==> src/rtl/bcw_pkg.sv <==
package bcw_pkg;

  typedef enum logic [1:0] {
    ST_IDLE  = 2'd0,
    ST_RUN   = 2'd1,
    ST_ERR   = 2'd2,
    ST_DRAIN = 2'd3
  } bcw_state_e;

  function automatic int unsigned bcw_ticks(input int unsigned clk_hz,
                                            input int unsigned limit_us);
    return (clk_hz / 1000) * limit_us / 1000;
  endfunction

endpackage

==> src/rtl/bcw_tick_counter.sv <==
module bcw_tick_counter #(
  parameter int unsigned TICKS = 6400,
  localparam int unsigned CNT_W = (TICKS > 2) ? $clog2(TICKS) : 1
) (
  input  logic clk_i,
  input  logic rst_i,
  input  logic clear_i,
  input  logic run_i,
  output logic expire_o
);

  localparam logic [CNT_W-1:0] LAST = CNT_W'(TICKS - 1);

  logic [CNT_W-1:0] cnt_q;

  always_ff @(posedge clk_i) begin
    if (rst_i || clear_i) begin
      cnt_q <= '0;
    end else if (run_i && (cnt_q != LAST)) begin
      cnt_q <= cnt_q + 1'b1;
    end
  end

  assign expire_o = (cnt_q == LAST);

  p_cnt_bound_r2: assert property (@(posedge clk_i) disable iff (rst_i)
    cnt_q <= LAST)
    else $error("R2: counter passed its limit");

  p_cnt_cleared_r11: assert property (@(posedge clk_i) disable iff (rst_i)
    clear_i |=> (cnt_q == '0))
    else $error("R11: counter not cleared");

endmodule

==> src/rtl/bcw_seq_ctrl.sv <==
module bcw_seq_ctrl
  import bcw_pkg::*;
(
  input  logic clk_i,
  input  logic rst_i,
  input  logic en_i,
  input  logic active_i,
  input  logic ack_i,
  input  logic req_i,
  input  logic grant_i,
  input  logic expire_i,
  output logic cnt_clear_o,
  output logic cnt_run_o,
  output logic err_set_o,
  output logic bus_err_o
);

  bcw_state_e state_q, state_d;
  logic       handoff;
  logic       done_ok;

  assign handoff = req_i && grant_i;
  assign done_ok = ack_i || handoff;

  always_comb begin
    state_d = state_q;
    unique case (state_q)
      ST_IDLE: begin
        if (en_i && active_i) begin
          state_d = done_ok ? ST_DRAIN : ST_RUN;
        end
      end
      ST_RUN: begin
        if (!en_i || !active_i) begin
          state_d = ST_IDLE;
        end else if (done_ok) begin
          state_d = ST_DRAIN;
        end else if (expire_i) begin
          state_d = ST_ERR;
        end
      end
      ST_ERR: begin
        if (!en_i || !active_i) begin
          state_d = ST_IDLE;
        end
      end
      ST_DRAIN: begin
        if (!en_i || !active_i) begin
          state_d = ST_IDLE;
        end
      end
      default: state_d = ST_IDLE;
    endcase
  end

  always_ff @(posedge clk_i) begin
    if (rst_i) begin
      state_q   <= ST_IDLE;
      bus_err_o <= 1'b0;
    end else begin
      state_q   <= state_d;
      bus_err_o <= (state_d == ST_ERR);
    end
  end

  assign cnt_clear_o = (state_q != ST_RUN);
  assign cnt_run_o   = (state_q == ST_RUN);
  assign err_set_o   = (state_q != ST_ERR) && (state_d == ST_ERR);

  p_err_needs_en_r5: assert property (@(posedge clk_i) disable iff (rst_i)
    !en_i |=> !bus_err_o)
    else $error("R5: bus error while disabled");

  p_err_hold_r4: assert property (@(posedge clk_i) disable iff (rst_i)
    (bus_err_o && active_i && en_i) |=> bus_err_o)
    else $error("R4: bus error dropped early");

  p_err_drop_r4: assert property (@(posedge clk_i) disable iff (rst_i)
    (bus_err_o && !active_i) |=> !bus_err_o)
    else $error("R4: bus error outlived the strobe");

  p_ack_no_err_r3: assert property (@(posedge clk_i) disable iff (rst_i)
    (state_q == ST_RUN && ack_i) |=> !bus_err_o)
    else $error("R3: bus error after acknowledge");

  p_handoff_quiet_r9: assert property (@(posedge clk_i) disable iff (rst_i)
    (state_q == ST_DRAIN) |=> !bus_err_o)
    else $error("R9: bus error after grant or ack");

endmodule

==> src/rtl/bcw_sticky_flag.sv <==
module bcw_sticky_flag (
  input  logic clk_i,
  input  logic rst_i,
  input  logic set_i,
  input  logic clear_i,
  output logic flag_o
);

  always_ff @(posedge clk_i) begin
    if (rst_i) begin
      flag_o <= 1'b0;
    end else if (set_i) begin
      flag_o <= 1'b1;
    end else if (clear_i) begin
      flag_o <= 1'b0;
    end
  end

  p_set_wins_r8: assert property (@(posedge clk_i) disable iff (rst_i)
    set_i |=> flag_o)
    else $error("R8: set lost against clear");

  p_flag_sticky_r7: assert property (@(posedge clk_i) disable iff (rst_i)
    (flag_o && !clear_i) |=> flag_o)
    else $error("R7: flag dropped without clear");

  p_flag_clear_r7: assert property (@(posedge clk_i) disable iff (rst_i)
    (clear_i && !set_i) |=> !flag_o)
    else $error("R7: clear ignored");

endmodule

==> src/rtl/bus_cycle_watch.sv <==
module bus_cycle_watch
  import bcw_pkg::*;
#(
  parameter int unsigned CLK_HZ     = 50_000_000,
  parameter int unsigned TIMEOUT_US = 128,
  localparam int unsigned TICKS     = bcw_ticks(CLK_HZ, TIMEOUT_US)
) (
  input  logic clk_i,
  input  logic rst_i,
  input  logic mon_enable_i,
  input  logic stat_clear_i,
  input  logic cyc_active_i,
  input  logic cyc_ack_i,
  input  logic xbus_req_i,
  input  logic xbus_grant_i,
  output logic bus_err_o,
  output logic tmo_flag_o
);

  initial begin
    if (TICKS < 2) $error("timeout must span at least two clock ticks");
  end

  logic cnt_clear;
  logic cnt_run;
  logic expire;
  logic err_set;

  bcw_tick_counter #(
    .TICKS(TICKS)
  ) counter_i (
    .clk_i   (clk_i),
    .rst_i   (rst_i),
    .clear_i (cnt_clear),
    .run_i   (cnt_run),
    .expire_o(expire)
  );

  bcw_seq_ctrl ctrl_i (
    .clk_i      (clk_i),
    .rst_i      (rst_i),
    .en_i       (mon_enable_i),
    .active_i   (cyc_active_i),
    .ack_i      (cyc_ack_i),
    .req_i      (xbus_req_i),
    .grant_i    (xbus_grant_i),
    .expire_i   (expire),
    .cnt_clear_o(cnt_clear),
    .cnt_run_o  (cnt_run),
    .err_set_o  (err_set),
    .bus_err_o  (bus_err_o)
  );

  bcw_sticky_flag flag_i (
    .clk_i  (clk_i),
    .rst_i  (rst_i),
    .set_i  (err_set),
    .clear_i(stat_clear_i),
    .flag_o (tmo_flag_o)
  );

  p_flag_with_err_r6: assert property (@(posedge clk_i) disable iff (rst_i)
    $rose(bus_err_o) |-> tmo_flag_o)
    else $error("R6: flag missing when bus error rose");

endmodule

==> config.mk <==
export PLATFORM = sky130hd
export DESIGN_NAME = bus_cycle_watch
export DESIGN_NICKNAME = d
export VERILOG_FILES = /design/src/rtl/bcw_pkg.sv /design/src/rtl/bcw_tick_counter.sv /design/src/rtl/bcw_seq_ctrl.sv /design/src/rtl/bcw_sticky_flag.sv /design/src/rtl/bus_cycle_watch.sv
export SDC_FILE = /design/constraint.sdc
export NUM_CORES = 1
export LEC_CHECK = 0
export CAP_MARGIN = 20
export CORE_UTILIZATION = 45
export CTS_BUF_LIST = sky130_fd_sc_hd__clkbuf_2 sky130_fd_sc_hd__clkbuf_4 sky130_fd_sc_hd__clkbuf_8
export DETAILED_ROUTE_END_ITERATION = 10
export DONT_BUFFER_PORTS = 1
export GPL_ROUTABILITY_DRIVEN = 0
export SLEW_MARGIN = 25
export SYNTH_ARGS = -nofsm -noshare
export SYNTH_HDL_FRONTEND = slang
export SYNTH_SLANG_ARGS = --single-unit
==> constraint.sdc <==
create_clock -name clk_i -period 5.3 [get_ports clk_i]
set_input_delay 0.53 -clock clk_i [delete_from_list [all_inputs] [get_ports clk_i]]
set_output_delay 0.53 -clock clk_i [all_outputs]
set_load 0.01 [all_outputs]
==> flow_results.org <==
** Status
- Result of the run :: complete, no violations

** Placement
- After legalization and detailed placement, the total HPWL measured a little under 1000 µm.
- Post-DP Area :: 803 µm²
- Buffers placed on the I/O ports in this run total 0.

** Power
- Summed over all cells, the static leakage comes to approximately 0.26 nW.
- Power spread over the standard cell area amounts to 245 mW/mm².
- The design draws 0.000204 W.
- Highest ir drop seen on vdd :: between 0.00015 and 0.0002 V

** Timing
- After layout, the worst path uses between 40% and 50% of the clock period.
- Final min period :: around 2.1 ns
- Setup Viol. Count Final :: 0
- Accumulated negative setup slack :: 0 ns
- Hold Fails Final Rpt :: 0
- The clock arrives with slightly below 0.0008 ns of skew.
- The max-slew violation total from the final report is 0.
- Setup repair after global routing left no endpoint under its margin.
- Max Clock Freq :: between 400 and 500 MHz
- Max transition margin :: 50.7%
- For the pin with the worst max-slew slack, the measured transition is 0.734 ns.

** Worst hold path
- Instance count along the most critical hold path :: 3
- Worst Hold Endpoint :: flag_i.flag_o
- The worst hold path begins at rst_i.
- Tightest Hold Check Type :: in -> reg

** Setup path
- The endpoint identified for the worst register-to-register timing path is ctrl_i.state_q[0].
- Internal reg-to-reg setup slack :: between 3 and 4 ns
- Worst setup path category :: reg -> reg
- STA puts the critical path data arrival time at 2.33 ns.
- Sort of element at the end of the critical path :: flip-flop
- At the worst endpoint, the required time is about 5.5 ns.
- STA classifies the critical path startpoint as a flip-flop.
- Along the worst path, the maximum fanout reaches 17.
- Reg2Reg Launch Point :: counter_i.cnt_q[0]
- The worst register-to-register path has a depth of 5.
- Critical path cell sequence :: ha_1 -> nand4_1 -> nor4_4 -> a31oi_1 -> nor2b_4
- Cell at the slowest stage of the critical path :: nor4_4
- For this run, the slowest stage of the critical path takes around 0.74 ns.

** Yosys
- Post-Synthesis Cell Area :: between 800 and 900 µm²
- Among all cell types in the netlist, the one instantiated most often is dfxtp_1.
- Counting flops with an async set or reset pin after synthesis yields a share of 0%.
- Share of the yosys chip area belonging to registers :: 42.4%
- Yosys top cell area share :: between 40 and 50%
- Mean cell area of the mapped netlist :: 9.01 µm²
- Post-synth top flop :: dfxtp_1
- The number of nets in the synthesized netlist is between 90 and 100.
- Most area-consuming cells after synthesis :: dfxtp_1 (42%), or3_2 (4.7%), a21oi_1 (4.4%), nand3_1 (4.4%), xnor2_1 (4.4%)
- Number of cells produced by synthesis :: 89
- After synthesis, the most frequently instantiated cells are dfxtp_1 (17), nor2_1 (8), a21oi_1 (7), nand3_1 (7), o21ai_0 (6).
- Synthesis inferred 17 register bits.
- The synthesized design spends more area on one cell type than any other, namely dfxtp_1.
- Post-synthesis cell type count :: 34
- For this run, the number of Yosys warnings is 0.
- Count of flip-flops with a built-in enable after synthesis :: 0

** CTS
- In this run the number of H-tree levels came out at 1.
- Setup Buffers After CTS :: 0
- Number of buffers added by the clock tree synthesis step :: 3
- TritonCTS built the clock tree.
- The later pin in the worst-skew pair is clocked with a latency of approximately 0.29 ns.
- The tree is rooted in a clkbuf_4.
- # resized after CTS :: 0
- Clock transition at the registers of the reported paths :: ~0.1 ns
- Clock sink count :: 17
- Post-CTS Hold Fix Bufs :: 0
- No sink is reached through more buffers than the 2 on the longest clock path.

** Detailed routing
- Across all layers, the routed design uses around 600 vias.
- Initial detailed-routing violation count :: 8
- The routed design has between 1000 and 1500 µm of wire.
- The first detailed-routing pass took 3 iterations.
- Via-per-instance ratio :: approximately 5.6
- Average routed wire per standard cell :: roughly 12 µm
- The count of nets left with antenna violations once routing finished came out at 0.
- After detailed routing, the number of remaining DRC violations is 0.

** Layout
- The post-route netlist has 15.4% of its cells at a drive strength greater than 1.
- Post-route cell area :: around 830 µm²
- Number of inserted filler cells in the final layout :: roughly 150
- In the final design database the tool counted 101 nets.
- Area added between synthesis and finish :: 3.59%
- Antenna cell count :: 0

** Global routing
- Global-route wire length before repair :: around 2200 µm
- Largest net degree at the start of global routing :: 18
- The number of global-route vias before repair was between 500 and 600.
- GRT Residual Overflow :: 0
- In the global route stage, overall resource usage came out at between 15 and 20%.
- The initial antenna violation count is 0.

** Die
- Chip Height :: between 40 and 50 µm
- The core region is roughly 0.0016 mm².
- Rows :: 14
- Count of boundary I/O pins :: 10
- Horiz. Die Dim :: about 44 µm
- Effective utilization at floorplan :: around 51%
- The die covers 0.00195 mm².

** Flow run
- Max-capacitance violation count :: 0
[placed cells by master, fill, tap and decap left out, types with 3 or more instances in the layout]
| cell type | instances |
|---|---|
| a21oi_1 | 7 |
| clkbuf_4 | 3 |
| dfxtp_1 | 17 |
| inv_1 | 3 |
| nand2_1 | 5 |
| nand3_1 | 7 |
| nor2_1 | 8 |
| nor4_1 | 3 |
| o21ai_0 | 6 |
| or3_2 | 5 |
| xnor2_1 | 4 |
[flip-flops by register name, indices dropped and copies added (netlist names)]
name	count
counter_i.cnt_q	13
ctrl_i.state_q	2
flag_i.flag_o	1
ctrl_i.bus_err_o	1
[per-layer routing]
metal / GRT usage, % / up-vias / routed length (µm)
met1: 22.3 / 269 / 713
met5: 0 / - / 0
li1: - / 325 / -
met4: 4.24 / 0 / 0
met2: 21.2 / 5 / 565
met3: 8.57 / 0 / 58
[critical path, delay by kind of cell, from the launching register on]
kind | cells | cell delay (ns)
flip-flops | 1 | 0.42
AND/OR/NAND/NOR | 3 | 1.16
AO/OA/AOI/OAI | 1 | 0.21
adder cells (fa/ha/maj) | 1 | 0.24
[kinds of logic after synthesis]
| kind of cell | count (synthesis) | synth area share [%] |
|---|---|---|
| simple gates | 43 | 34.2 |
| compound gates | 17 | 11.4 |
| flops | 17 | 42.4 |
| xor+xnor | 5 | 5.46 |
| buf+inv | 5 | 3.74 |
| mux | 1 | 1.25 |
| fa+ha+maj | 1 | 1.56 |
[area by class of cell]
class                      count  area [µm²]  share of cell area, %
clock buffer                   3        22.5                   2.71
clock inverter                 1        5.00                  0.602
inverter                       3        11.3                   1.36
multi-input combinational     67         432                   52.0
sequential                    17         340                   41.0
tap                           16        20.0                   2.41
[stage by stage]
step                worst slack, ns  util [%]  hold WS [ns]  instances
floorplan                      3.58         -         0.467         89
global placement               3.24      51.0         0.486        103
detailed placement             3.17      51.0         0.491        103
CTS                            3.16      52.7         0.383        107
global route                   2.94      52.7         0.395        107
finish                         3.17      52.7         0.383        107
[how the worst max path moves through the flow]
stage / from / end / slack (ns) / depth (start not counted)
after floorplan: counter_i.cnt_q[0] / ctrl_i.state_q[0] / 3.58 / 6
after global placement: counter_i.cnt_q[0] / ctrl_i.state_q[0] / 3.24 / 5
after detailed placement: counter_i.cnt_q[0] / ctrl_i.state_q[0] / 3.17 / 5
after CTS: counter_i.cnt_q[0] / ctrl_i.state_q[0] / 3.16 / 5
after global routing: counter_i.cnt_q[0] / ctrl_i.state_q[0] / 2.94 / 5
final: counter_i.cnt_q[0] / ctrl_i.state_q[0] / 3.17 / 5
[power by group]
part | leakage, nW | internal, W | switching (W) | total, W
Clock | 0.0177 | 0.0000281 | 0.0000417 | 0.0000699
Combinational | 0.106 | 0.00000211 | 0.00000232 | 0.00000443
Sequential | 0.137 | 0.000129 | 0.00000104 | 0.000130
No activity file was read; power rests on OpenSTA's default activity.
